$ cat src/rtl/fpu_ctx_unit.sv
module fpu_ctx_unit #(
  parameter int NUM_FPR    = 8,
  parameter int IDLE_WORDS = 7
) (
  input  logic        clk,
  input  logic        rst_n,
  input  logic        start_save,
  input  logic        start_restore,
  input  logic [1:0]  am,
  input  logic [31:0] areg_in,
  input  logic        arith_op,
  output logic        mem_req,
  output logic        mem_we,
  output logic [31:0] mem_addr,
  output logic [31:0] mem_wdata,
  input  logic [31:0] mem_rdata,
  output logic        fpr_we,
  output logic [2:0]  fpr_idx,
  output logic [79:0] fpr_data,
  output logic        ctl_clr,
  output logic [31:0] areg_out,
  output logic        areg_we,
  output logic        done,
  output logic        err,
  output logic        busy,
  output logic        jr_flag
);
  localparam int BW = $clog2(IDLE_WORDS);
  localparam int IW = $clog2(NUM_FPR);
  localparam int CW = (BW > IW) ? BW : IW;
  localparam logic [31:0] HDR_WORD  = 32'h1F18_0000;
  localparam logic [31:0] TAIL_WORD = 32'h7000_0000;
  localparam logic [79:0] NAN_VAL   = {16'h7FFF, 64'hFFFF_FFFF_FFFF_FFFF};

  typedef enum logic [2:0] {S_IDLE, S_SAVE, S_RD, S_RDW, S_FILL} st_t;

  st_t         st;
  logic [CW-1:0] cnt;
  logic [31:0] base;
  logic [1:0]  mode;
  logic        null_sv;

  wire is_pre = (mode == 2'b10);
  wire is_inc = (mode == 2'b01);
  wire [CW-1:0] last_beat = null_sv ? '0 : CW'(IDLE_WORDS - 1);
  wire [31:0] beat_off = 32'(cnt) << 2;
  wire [31:0] frame_len = (32'(last_beat) + 32'd1) << 2;
  wire [31:0] save_addr = is_pre ? (base - beat_off - 32'd4) : (base + beat_off);

  logic [31:0] save_data;
  always_comb begin
    if (null_sv)                save_data = '0;
    else if (cnt == '0)         save_data = is_pre ? TAIL_WORD : HDR_WORD;
    else if (cnt == last_beat)  save_data = is_pre ? HDR_WORD : TAIL_WORD;
    else                        save_data = '0;
  end

  wire hdr_null = (mem_rdata[31:24] == 8'h00);
  logic [31:0] hdr_adj;
  logic        hdr_bad;
  always_comb begin
    hdr_bad = 1'b0;
    case (mem_rdata[23:16])
      8'h18:   hdr_adj = 32'd24;
      8'h38:   hdr_adj = 32'd56;
      8'hB4:   hdr_adj = 32'd180;
      default: begin hdr_adj = 32'd0; hdr_bad = 1'b1; end
    endcase
  end
  logic unused_lo;
  assign unused_lo = ^mem_rdata[15:0];

  assign busy      = (st != S_IDLE);
  assign mem_req   = (st == S_SAVE) || (st == S_RD);
  assign mem_we    = (st == S_SAVE);
  assign mem_addr  = (st == S_RD) ? base : save_addr;
  assign mem_wdata = (st == S_SAVE) ? save_data : '0;
  assign ctl_clr   = (st == S_RDW) && hdr_null;
  assign fpr_we    = (st == S_FILL);
  assign fpr_idx   = 3'(cnt);
  assign fpr_data  = NAN_VAL;

  wire fill_last = (st == S_FILL) && (cnt == CW'(NUM_FPR - 1));

  always_ff @(posedge clk) begin
    if (!rst_n) begin
      st <= S_IDLE; cnt <= '0; base <= '0; mode <= '0; null_sv <= 1'b0;
      done <= 1'b0; err <= 1'b0; areg_we <= 1'b0; areg_out <= '0;
    end else begin
      done <= 1'b0; err <= 1'b0; areg_we <= 1'b0;
      case (st)
        S_IDLE: begin
          cnt <= '0;
          if (start_save) begin
            st <= S_SAVE; base <= areg_in; mode <= am; null_sv <= jr_flag;
          end else if (start_restore) begin
            st <= S_RD; base <= areg_in; mode <= am; null_sv <= 1'b0;
          end
        end
        S_SAVE: begin
          if (cnt == last_beat) begin
            st <= S_IDLE; done <= 1'b1;
            areg_we  <= is_pre || is_inc;
            areg_out <= is_pre ? (base - frame_len) : (base + frame_len);
          end else cnt <= cnt + 1'b1;
        end
        S_RD: st <= S_RDW;
        S_RDW: begin
          if (hdr_null) begin
            st <= S_FILL; cnt <= '0;
          end else begin
            st <= S_IDLE; done <= 1'b1; err <= hdr_bad;
            areg_we  <= is_inc;
            areg_out <= base + 32'd4 + hdr_adj;
          end
        end
        S_FILL: begin
          if (fill_last) begin
            st <= S_IDLE; done <= 1'b1;
            areg_we  <= is_inc;
            areg_out <= base + 32'd4;
          end else cnt <= cnt + 1'b1;
        end
        default: st <= S_IDLE;
      endcase
    end
  end

  always_ff @(posedge clk) begin
    if (!rst_n)                            jr_flag <= 1'b1;
    else if (fill_last)                    jr_flag <= 1'b1;
    else if ((st == S_RDW) && !hdr_null)   jr_flag <= 1'b0;
    else if (arith_op)                     jr_flag <= 1'b0;
  end

  a_r1_bus_fpr_excl: assert property (@(posedge clk) disable iff (!rst_n)
    !(mem_req && fpr_we));
  a_r3_r4_addr_step: assert property (@(posedge clk) disable iff (!rst_n)
    (mem_req && mem_we && $past(mem_req && mem_we)) |->
      (mem_addr == $past(mem_addr) + 32'd4 || mem_addr == $past(mem_addr) - 32'd4));
  a_r5_fill_follows_clr: assert property (@(posedge clk) disable iff (!rst_n)
    $rose(ctl_clr) |=> (fpr_we && fpr_idx == 3'd0));
  a_r9_null_sets_flag: assert property (@(posedge clk) disable iff (!rst_n)
    (fpr_we && fpr_idx == 3'(NUM_FPR - 1)) |=> (done && jr_flag));
  a_r7_err_with_done: assert property (@(posedge clk) disable iff (!rst_n)
    err |-> done);
  a_r10_save_starts: assert property (@(posedge clk) disable iff (!rst_n)
    (start_save && !busy) |=> (mem_req && mem_we));
  a_r11_done_single: assert property (@(posedge clk) disable iff (!rst_n)
    done |=> !done);
endmodule

$ cat config.mk
export PLATFORM = sky130hd
export DESIGN_NAME = fpu_ctx_unit
export DESIGN_NICKNAME = d
export VERILOG_FILES = /design/src/rtl/fpu_ctx_unit.sv
export SDC_FILE = /design/constraint.sdc
export NUM_CORES = 1
export LEC_CHECK = 0
export ABC_AREA = 1
export ABC_CLOCK_PERIOD_IN_PS = 9300
export BUFFER_PORTS_ARGS = -buffer_cell sky130_fd_sc_hd__buf_2
export CAP_MARGIN = 30
export CORE_MARGIN = 2
export CORE_UTILIZATION = 30
export CTS_CLUSTER_SIZE = 24
export DETAILED_ROUTE_END_ITERATION = 12
export PLACE_DENSITY = 0.56
export SKIP_CTS_REPAIR_TIMING = 1
export SYNTH_ARGS = -nofsm -noshare
export SYNTH_HDL_FRONTEND = slang
export SYNTH_SLANG_ARGS = --single-unit
$ cat constraint.sdc
create_clock -name clk -period 9.3 [get_ports clk]
set_input_delay 1.86 -clock clk [delete_from_list [all_inputs] [get_ports clk]]
set_output_delay 1.86 -clock clk [all_outputs]
set_load 0.01 [all_outputs]
== After elaboration in Yosys (flattened, before gate mapping) ==
Index checks and enable logic that the tools add are counted.

* Output and inout bits: 188
* Logic and storage cells: 102
* Bits in registers: 77

* Reduce and logical (&&, ||, !) cells: 21
* Bitwise gates (word level): 2
* Add/subtract/negate cells: 9
* Muxes and demuxes: 42
* Equal/unequal tests: 18

{| class="wikitable"
|+ Operator list
! operator !! number
|-
| $mux 32 || 10
|-
| $mux 31 || 4
|-
| $pmux 32 s3 || 1
|-
| $add 32x3->32 const B || 1
|-
| $add 32x32->32 || 1
|-
| $add 32x5->32 || 1
|-
| $add 32x6->32 || 1
|-
| $sub 32x3->32 const B || 1
|-
| $sub 32x5->32 || 1
|-
| $sub 32x6->32 || 1
|-
| $mux 3 || 9
|-
| $pmux 8 s3 || 1
|-
| $pmux 3 s5 || 1
|-
| $pmux 3 s4 || 1
|-
| $mux 1 || 11
|-
| $eq 8x5->1 const B || 1
|-
| $eq 8x6->1 const B || 1
|-
| $eq 8x8->1 const B || 1
|-
| $logic_not 8->1 || 1
|-
| $ne 2x2->1 const B || 4
|-
| $reduce_and 4->1 || 2
|-
| $eq 3x2->1 const B || 2
|-
| $eq 3x3->1 const B || 2
|-
| $logic_not 3->1 || 2
|-
| 21 further kinds || 31
|}

== Logic depth before layout (Yosys ltp) ==
Gate-level depths: netlist of the first run.

* Depth in word-level cells: 6
* Mapped depth: 22
* Mapped depth without buffers: 21

== Worst setup path before layout of the first run ==
Ideal clock, no wire load.

* Kind: reg2out
* Start: register mode[0]
* End: output mem_wdata[20]
* Setup slack: 4.806 ns
* Path buffers: 4
* Arrival: 2.634 ns
* Cell stages (with the launch flop): 11
* Cell sequence: dfxtp_1 inv_1 ha_1 clkbuf_1 clkbuf_1 buf_1 nand2_1 nand2_1 nand3_1 a21oi_1 buf_4

* Cells in the longest elaborated chain, start to end: 6
* Elaborated cells between the ends (all ways): 7
* Classes of those cells: 1 x eq/ne; 6 x mux

{| class="wikitable"
|+ Ends and longest elaborated chain
! element !! RTL line !! text
|-
| start, declared || 40 || <nowiki>logic [1:0] mode;</nowiki>
|-
| start signal, assigned || 87 || <nowiki>st <= S_IDLE; cnt <= '0; base <= '0; mode <= '0; null_sv <= 1'b0;</nowiki>
|-
| start signal, assigned || 95 || <nowiki>st <= S_SAVE; base <= areg_in; mode <= am; null_sv <= jr_flag;</nowiki>
|-
| start signal, assigned || 97 || <nowiki>st <= S_RD; base <= areg_in; mode <= am; null_sv <= 1'b0;</nowiki>
|-
| $eq 2x2->1 * || 43 || <nowiki>wire is_pre = (mode == 2'b10);</nowiki>
|-
| $mux 31 (2 in series) || 54 || <nowiki>else if (cnt == last_beat) save_data = is_pre ? HDR_WORD : TAIL_WORD;</nowiki>
|-
| $mux 31 * || 53 || <nowiki>else if (cnt == '0) save_data = is_pre ? TAIL_WORD : HDR_WORD;</nowiki>
|-
| $mux 32 * || 52 || <nowiki>if (null_sv) save_data = '0;</nowiki>
|-
| $mux 32 * || 77 || <nowiki>assign mem_wdata = (st == S_SAVE) ? save_data : '0;</nowiki>
|-
| end, declared || 15 || <nowiki>output logic [31:0] mem_wdata,</nowiki>
|}

Mark *: on every way between the ends. The rest lies on a longest branch, timed or not.

== Worst setup path in the final report of the first run ==
* Start: register mode[0]
* End: output mem_addr[16]

* Cells in the longest elaborated chain, start to end: 3

{| class="wikitable"
|+ Ends and longest elaborated chain
! element !! RTL line !! text
|-
| $eq 2x2->1 || 43 ||
|-
| $mux 32 || 48 || <nowiki>wire [31:0] save_addr = is_pre ? (base - beat_off - 32'd4) : (base + beat_off);</nowiki>
|-
| $mux 32 || 76 || <nowiki>assign mem_addr = (st == S_RD) ? base : save_addr;</nowiki>
|-
| end, declared || 14 || <nowiki>output logic [31:0] mem_addr,</nowiki>
|}

No other way between the ends.

==> flow_metrics.tcl, run 1 <==
set metrics [dict create \
    drt-initial-drc-count 714 \
    cts_buffers 9 \
    synth.cell_area_mm2 0.009141 \
    drc 0 \
    p_leak_nw 5.065 \
    fin_ws_ps 3545 \
    ff_latch_area_mm2 0.001541 \
    portBuffers 139 \
    clock_path_buffers 2 \
    grt_pass1_wl_um 48130 \
    synth_top_area_frac 0.1686 \
    syn_to_final_growth_pct 10.06 \
    num_antenna_cells 0 \
    clk_pin_slew_ps 70 \
    die_w_um 178.6 \
    cp_slowest_cell "inv_1" \
    ant_nets 0 \
    synth_enable_flop_cells 0 \
    hold_class "reg2reg" \
    n_fill_cell 3389 \
    cts_tree "yes" \
    ys.flop_type "dfxtp_1" \
    yosys.area.top_type "dfxtp_1" \
    r2r_cells 18 \
    routedWlPerCell_um 15.56 \
    worstHoldStart "mode[1]$_SDFFE_PN0P_" \
    slew_viol_final 0 \
    avgSynthCellArea_um2 6.022 \
    crit_arrival_ps 3890 \
    peakVddDrop_mv 0.08318 \
    multi_input_area_mm2 0.006255 \
    yosysMostFrequentCell "nand2_1" \
    cp.required_ps 7440 \
    cp-start-kind "flip-flop" \
    placed_area_mm2 0.009761 \
    ys_ff_latch 77 \
    viasPerCell 4.825 \
    synthCells 1518 \
    power_density_mw_per_mm2 160.5 \
    reg2reg_to "areg_out[16]$_SDFFE_PN0P_" \
    worst-setup-path-type "reg2out" \
    synth_commonest_cells "nand2_1, inv_1, o21ai_0" \
    core_mm2 0.02980 \
    setup_violations 0 \
    nets 1746 \
    grt-ovfl-total 0 \
    fin_tns_setup_ps 0 \
    max_slew.worst_pin.slew_ps 822.6 \
    io-pin-count 259 \
    critPathMaxFanout 68 \
    ys_warn_count 0 \
    preCtsSetupSlack_ps 3925 \
    hold-path-endpoint "mode[1]$_SDFFE_PN0P_" \
    die_h_um 178.6 \
    h-tree-depth 3 \
    maxCapViolCount 0 \
    wl_um 31390 \
    num_rows 63 \
    grt_start_max_net_pins 69 \
    critical_path.cell_chain "inv_1 -> ha_2 -> buf_4 -> inv_1 -> nand2_1 -> nand2_1 -> a21oi_1 -> inv_1 -> a21oi_1 -> nand2_1 -> nor2_1 -> xor2_1 -> buf_2" \
    hold_violations 0 \
    num_vias 9732 \
    cts_root_buf "clkbuf_16" \
    clk_latency_ps 370 \
    clock-sinks 77 \
    r2r_slack_ps 5350 \
    hold_depth 2 \
    dr.pass1.iters 5 \
    synth_seq_area_share 0.1686 \
    hpwlAfterDp_um 25160 \
    status "finished, final reports clean" \
    crit_path_end_kind "output port" \
    die_area_mm2 0.03188 \
    drive_gt1_frac 0.1487 \
    crit_path_max_incr_delay_ps 600 \
    initial_core_util 0.3068 \
    gp_congestion 0.9156 \
    rsz0062_at_grt "no" \
    clock_skew_ps 11.29 \
    post-route-util 0.3377 \
    period_share 0.6188 \
    ys_types 49 \
    maxSlewHeadroom 0.4510 \
    synth_area_leaders "dfxtp_1, nand2_1, buf_4" \
    fmaxAchievable_mhz 173.8 \
    async_flop_share 0 \
    final_area_mm2 0.01006 \
    grt_pass1_vias 8870 \
    antenna_found_initial 0 \
    power_mw 1.614 \
    r2r-start "mode[0]$_SDFFE_PN0P_" \
    layout_min_cycle_time_ps 5755 \
    grt_use_total 0.1958 \
]
-- layer usage --
layer / wire length (µm) / global-route usage
met1: 15230 / 0.2749
met4: 759 / 0.06606
met2: 14280 / 0.3119
met3: 1116 / 0.01897
met5: 0 / 0
-- per-stage QoR --
stage | std cells | hold slack (ps)
after floorplan | 1619 | 451.2
after global placement | 2002 | 472.0
after detailed placement | 2002 | 478.4
after CTS | 2017 | 491.1
after global routing | 2017 | 513.7
final | 2017 | 491.0
-- cell type report --
type                    count  area share
clock inverters             4    0.004726
inverters                 192     0.07163
clock buffers              11     0.02512
flip-flops and latches     77      0.1532
well taps                 390     0.04850
repair buffers            147     0.07512
multi-input cells        1196      0.6217
-- cells by family after synthesis --
kind of cell / synth area share
xor gates and xnor gates: 0.03723
and+or+nand+nor: 0.3326
adders and majority gates: 0.07364
AOI/OAI and AO/OA: 0.1974
other: 0.0008215
buffers and inverters: 0.1897
DFF: 0.1686
-- worst max-delay path: cells and delay by family, from the launching register on --
| family | cells | cell delay [ps] |
|---|---|---|
| AOI/OAI and AO/OA | 2 | 700 |
| xor gates and xnor gates | 1 | 170 |
| and+or+nand+nor | 4 | 610 |
| DFF | 1 | 320 |
| adders and majority gates | 1 | 160 |
| buffers and inverters | 5 | 1540 |
-- power breakdown --
| part | leakage (nW) | total [mW] | internal [mW] | switching, mW |
|---|---|---|---|---|
| Combinational | 4.28 | 0.800 | 0.251 | 0.549 |
| Clock | 0.147 | 0.376 | 0.220 | 0.155 |
| Sequential | 0.633 | 0.439 | 0.375 | 0.0642 |
| Total | 5.06 | 1.61 | 0.846 | 0.768 |
-- worst max-delay path by stage --
stage,slack [ps],to,from,cells after the start
2_1_floorplan,4810,mem_wdata[20],mode[0]$_SDFFE_PN0P_,10
3_3_place_gp,3930,mem_addr[16],mode[0]$_SDFFE_PN0P_,13
3_5_place_dp,3920,mem_addr[16],mode[0]$_SDFFE_PN0P_,13
4_1_cts,3500,mem_addr[16],mode[0]$_SDFFE_PN0P_,13
5_1_grt,3300,mem_addr[16],mode[0]$_SDFFE_PN0P_,13
6_report,3550,mem_addr[16],mode[0]$_SDFFE_PN0P_,13
-- placed cells by master, fill, tap and decap left out, types with 48 or more instances in the layout --
cell     count
dfxtp_1     77
buf_2      139
nand2_1    300
inv_1      179
ha_1        48
nand3_1    113
o21ai_0    148
a21oi_1    121
nor2_1     139
conb_1     103
-- registers in the layout (all words and copies together), names as in the netlist, 2 cells and up --
signal and cells:
fpr_idx 3, mode 2, st 3, base 32, areg_out 32
Power figures use the tool's default switching activity.
==> run 2: changes to the inputs <==
Settings changed: ABC_AREA 1 to 0, ABC_CLOCK_PERIOD_IN_PS 9300 to 5600.
Clock period 9.3 ns to 5.6 ns, I/O delays scaled along.
==> run 2 against run 1 <==
Worst setup slack got worse by 2800 ps. Critical path depth did not move. Highest routed layer unchanged. Wire length fell by 17%. Core utilization fell by 0.46 points. Sequential cell count did not move. Clock power rose by 52%. Final cell count fell by 19%. Largest cell class unchanged.
==> flow_metrics.tcl, run 2 <==
set metrics [dict create \
    fmaxAchievable_mhz 204.6 \
    ys_types 76 \
    layout_min_cycle_time_ps 4887 \
    portBuffers 139 \
    dr.pass1.iters 5 \
    fin_tns_setup_ps 0 \
    nets 1375 \
    grt_pass1_vias 7366 \
    die_h_um 172.2 \
    clk_latency_ps 350 \
    reg.largest.list "areg_out (32), base (32)" \
    power_density_mw_per_mm2 205.1 \
    hold_class "reg2reg" \
    critPathMaxFanout 8 \
    initial_core_util 0.3047 \
    power_mw 1.903 \
    die_area_mm2 0.02965 \
    clock_skew_ps 6.644 \
    grt_start_max_net_pins 53 \
    async_flop_share 0 \
    yosys.area.top_type "dfxtp_1" \
    wl_um 26160 \
    synthCells 1169 \
    ant_nets 0 \
    crit_path_end_kind "output port" \
    routedWlPerCell_um 16.00 \
    antenna_found_initial 0 \
    hold_violations 0 \
    crit_path_max_incr_delay_ps 520 \
    crit_path_frequent_cell "o21ai_0" \
    crit_arrival_ps 3770 \
    cts_root_buf "clkbuf_16" \
    cp_slowest_cell "dfxtp_1" \
    h-tree-depth 3 \
    clkPwrFrac 0.299 \
    p_sw_frac 0.3949 \
    gp_congestion 0.9104 \
    synth_seq_area_share 0.1816 \
    die_w_um 172.2 \
    synth_top_area_frac 0.1816 \
    num_vias 8205 \
    cts_buffers 9 \
    drt-initial-drc-count 678 \
    clock_path_buffers 2 \
    rsz0062_at_grt "no" \
    yosysMostFrequentCell "nand2_1" \
    synth_enable_flop_cells 0 \
    critical_path.cell_chain "inv_1 -> ha_1 -> inv_1 -> ha_1 -> o21ai_0 -> a21boi_0 -> o21ai_0 -> nand3b_1 -> nor3_1 -> o21ai_0 -> a21oi_1 -> xor2_1 -> buf_2" \
    syn_to_final_growth_pct 9.301 \
    maxCapViolCount 0 \
    ys.flop_type "dfxtp_1" \
    grt_pass1_wl_um 40900 \
    synth.cell_area_mm2 0.008488 \
    drc 0 \
    switching_power_mw 0.7516 \
    grt_use_total 0.1753 \
    clock-sinks 77 \
    status "finished, final reports clean" \
    setup_violations 0 \
    hpwlAfterDp_um 20270 \
    seqPwrFrac 0.350 \
    worst-setup-path-type "reg2out" \
    period_share 0.8726 \
    drive_gt1_frac 0.1575 \
    cp.required_ps 4480 \
    n_fill_cell 3103 \
    clk_pin_slew_ps 70 \
    synth_area_leaders "dfxtp_1, buf_4, ha_1" \
    p_comb_frac 0.351 \
    maxSlewHeadroom 0.3630 \
    grt-ovfl-total 0 \
    cts_tree "yes" \
    internal-power_mw 1.152 \
    p_leak_nw 4.029 \
    io-pin-count 259 \
    max_slew.worst_pin.slew_ps 951.9 \
    core_mm2 0.02786 \
    avgSynthCellArea_um2 7.261 \
    num_rows 61 \
    ys_warn_count 0 \
    synth_commonest_cells "nand2_1, buf_4, a21oi_1" \
    final_common_cell "buf_2" \
    fin_hold_ws_ps 454.6 \
    peakVddDrop_mv 0.1299 \
    ys_ff_latch 77 \
    layout_common_cells "buf_2, nand2_1, a21oi_1, conb_1, nor2_1" \
    num_antenna_cells 0 \
    slew_viol_final 0 \
    viasPerCell 5.018 \
    cp-start-kind "flip-flop" \
]
-- run 2: cell types whose count changed after synthesis, sizes merged, moves of 13 or more --
cell / delta
nand2: -199
inv: -157
o21ai: -95
nor2: -84
nand3: -82
xnor2: +64
a211oi: +19
nor3: +19
a21oi: -18
clkbuf: +16
nand2b: +13
or3: +13
-- run 2: logic make-up after synthesis --
| logic type | after synthesis | synth area share |
|---|---|---|
| multiplexers | 5 | 0.005896 |
| AO/OA/AOI/OAI | 298 | 0.2236 |
| other | 2 | 0.0008848 |
| adder cells (fa/ha/maj) | 52 | 0.07930 |
| flip-flops | 77 | 0.1816 |
| AND/OR/NAND/NOR | 418 | 0.2522 |
| buffers and inverters | 213 | 0.1492 |
| XOR/XNOR | 104 | 0.1073 |
-- run 2: path summary, 6_finish.rpt --
kind                                 start                        end  slack, ps  cells past startpoint
hold reg to reg   areg_out[0]$_SDFFE_PN0P_   areg_out[0]$_SDFFE_PN0P_        450                      2
setup / recovery      base[3]$_SDFFE_PN0P_               mem_addr[26]        710                     13
setup reg to reg      mode[0]$_SDFFE_PN0P_  areg_out[30]$_SDFFE_PN0P_       1200                     14
hold / removal    areg_out[0]$_SDFFE_PN0P_   areg_out[0]$_SDFFE_PN0P_        450                      2
-- run 2: routing by layer --
layer	global-route usage	share of wire	vias up
li1	-	-	4127
met1	0.2662	0.52	3773
met2	0.2530	0.41	277
met3	0.02289	0.051	28
met4	0.05517	0.018	0
met5	0	0	-
-- run 2: cell type report --
class	instances	area (µm²)	share of cell area
flip-flops and latches	77	1541	0.1661
multi-input cells	980	6080	0.6553
clock buffers	10	239.0	0.02576
inverters	34	127.6	0.01376
well taps	378	473.0	0.05098
clock inverters	6	38.79	0.004181
repair buffers	150	778.2	0.08388
-- run 2: per-stage QoR --
step / util / area (µm²) / setup WS, ps / instances
4_1_cts: 0.3330 / 9278 / 691.7 / 1635
2_1_floorplan: - / 8867 / 951.7 / 1270
5_1_grt: 0.3330 / 9278 / 494.2 / 1635
3_3_place_gp: 0.3231 / 9000 / 786.4 / 1619
3_5_place_dp: 0.3231 / 9000 / 763.3 / 1619
6_report: 0.3330 / 9278 / 713.3 / 1635
-- run 2: critical path: cells and delay by family, from the launching register on --
family	cells	cell delay (ps)
compound gates	5	1050
fa+ha+maj	2	640
simple gates	2	550
flops	1	520
buf+inv	3	430
xor+xnor	1	220
-- run 2: power by group through the flow --
stage,clock (mW),combinational [mW],sequential [mW]
floorplan,0,0.562,0.635
global route,0.607,0.749,0.675
finish,0.570,0.668,0.665
global placement,0,0.661,0.674
detailed placement,0,0.664,0.676
CTS,0.583,0.669,0.664
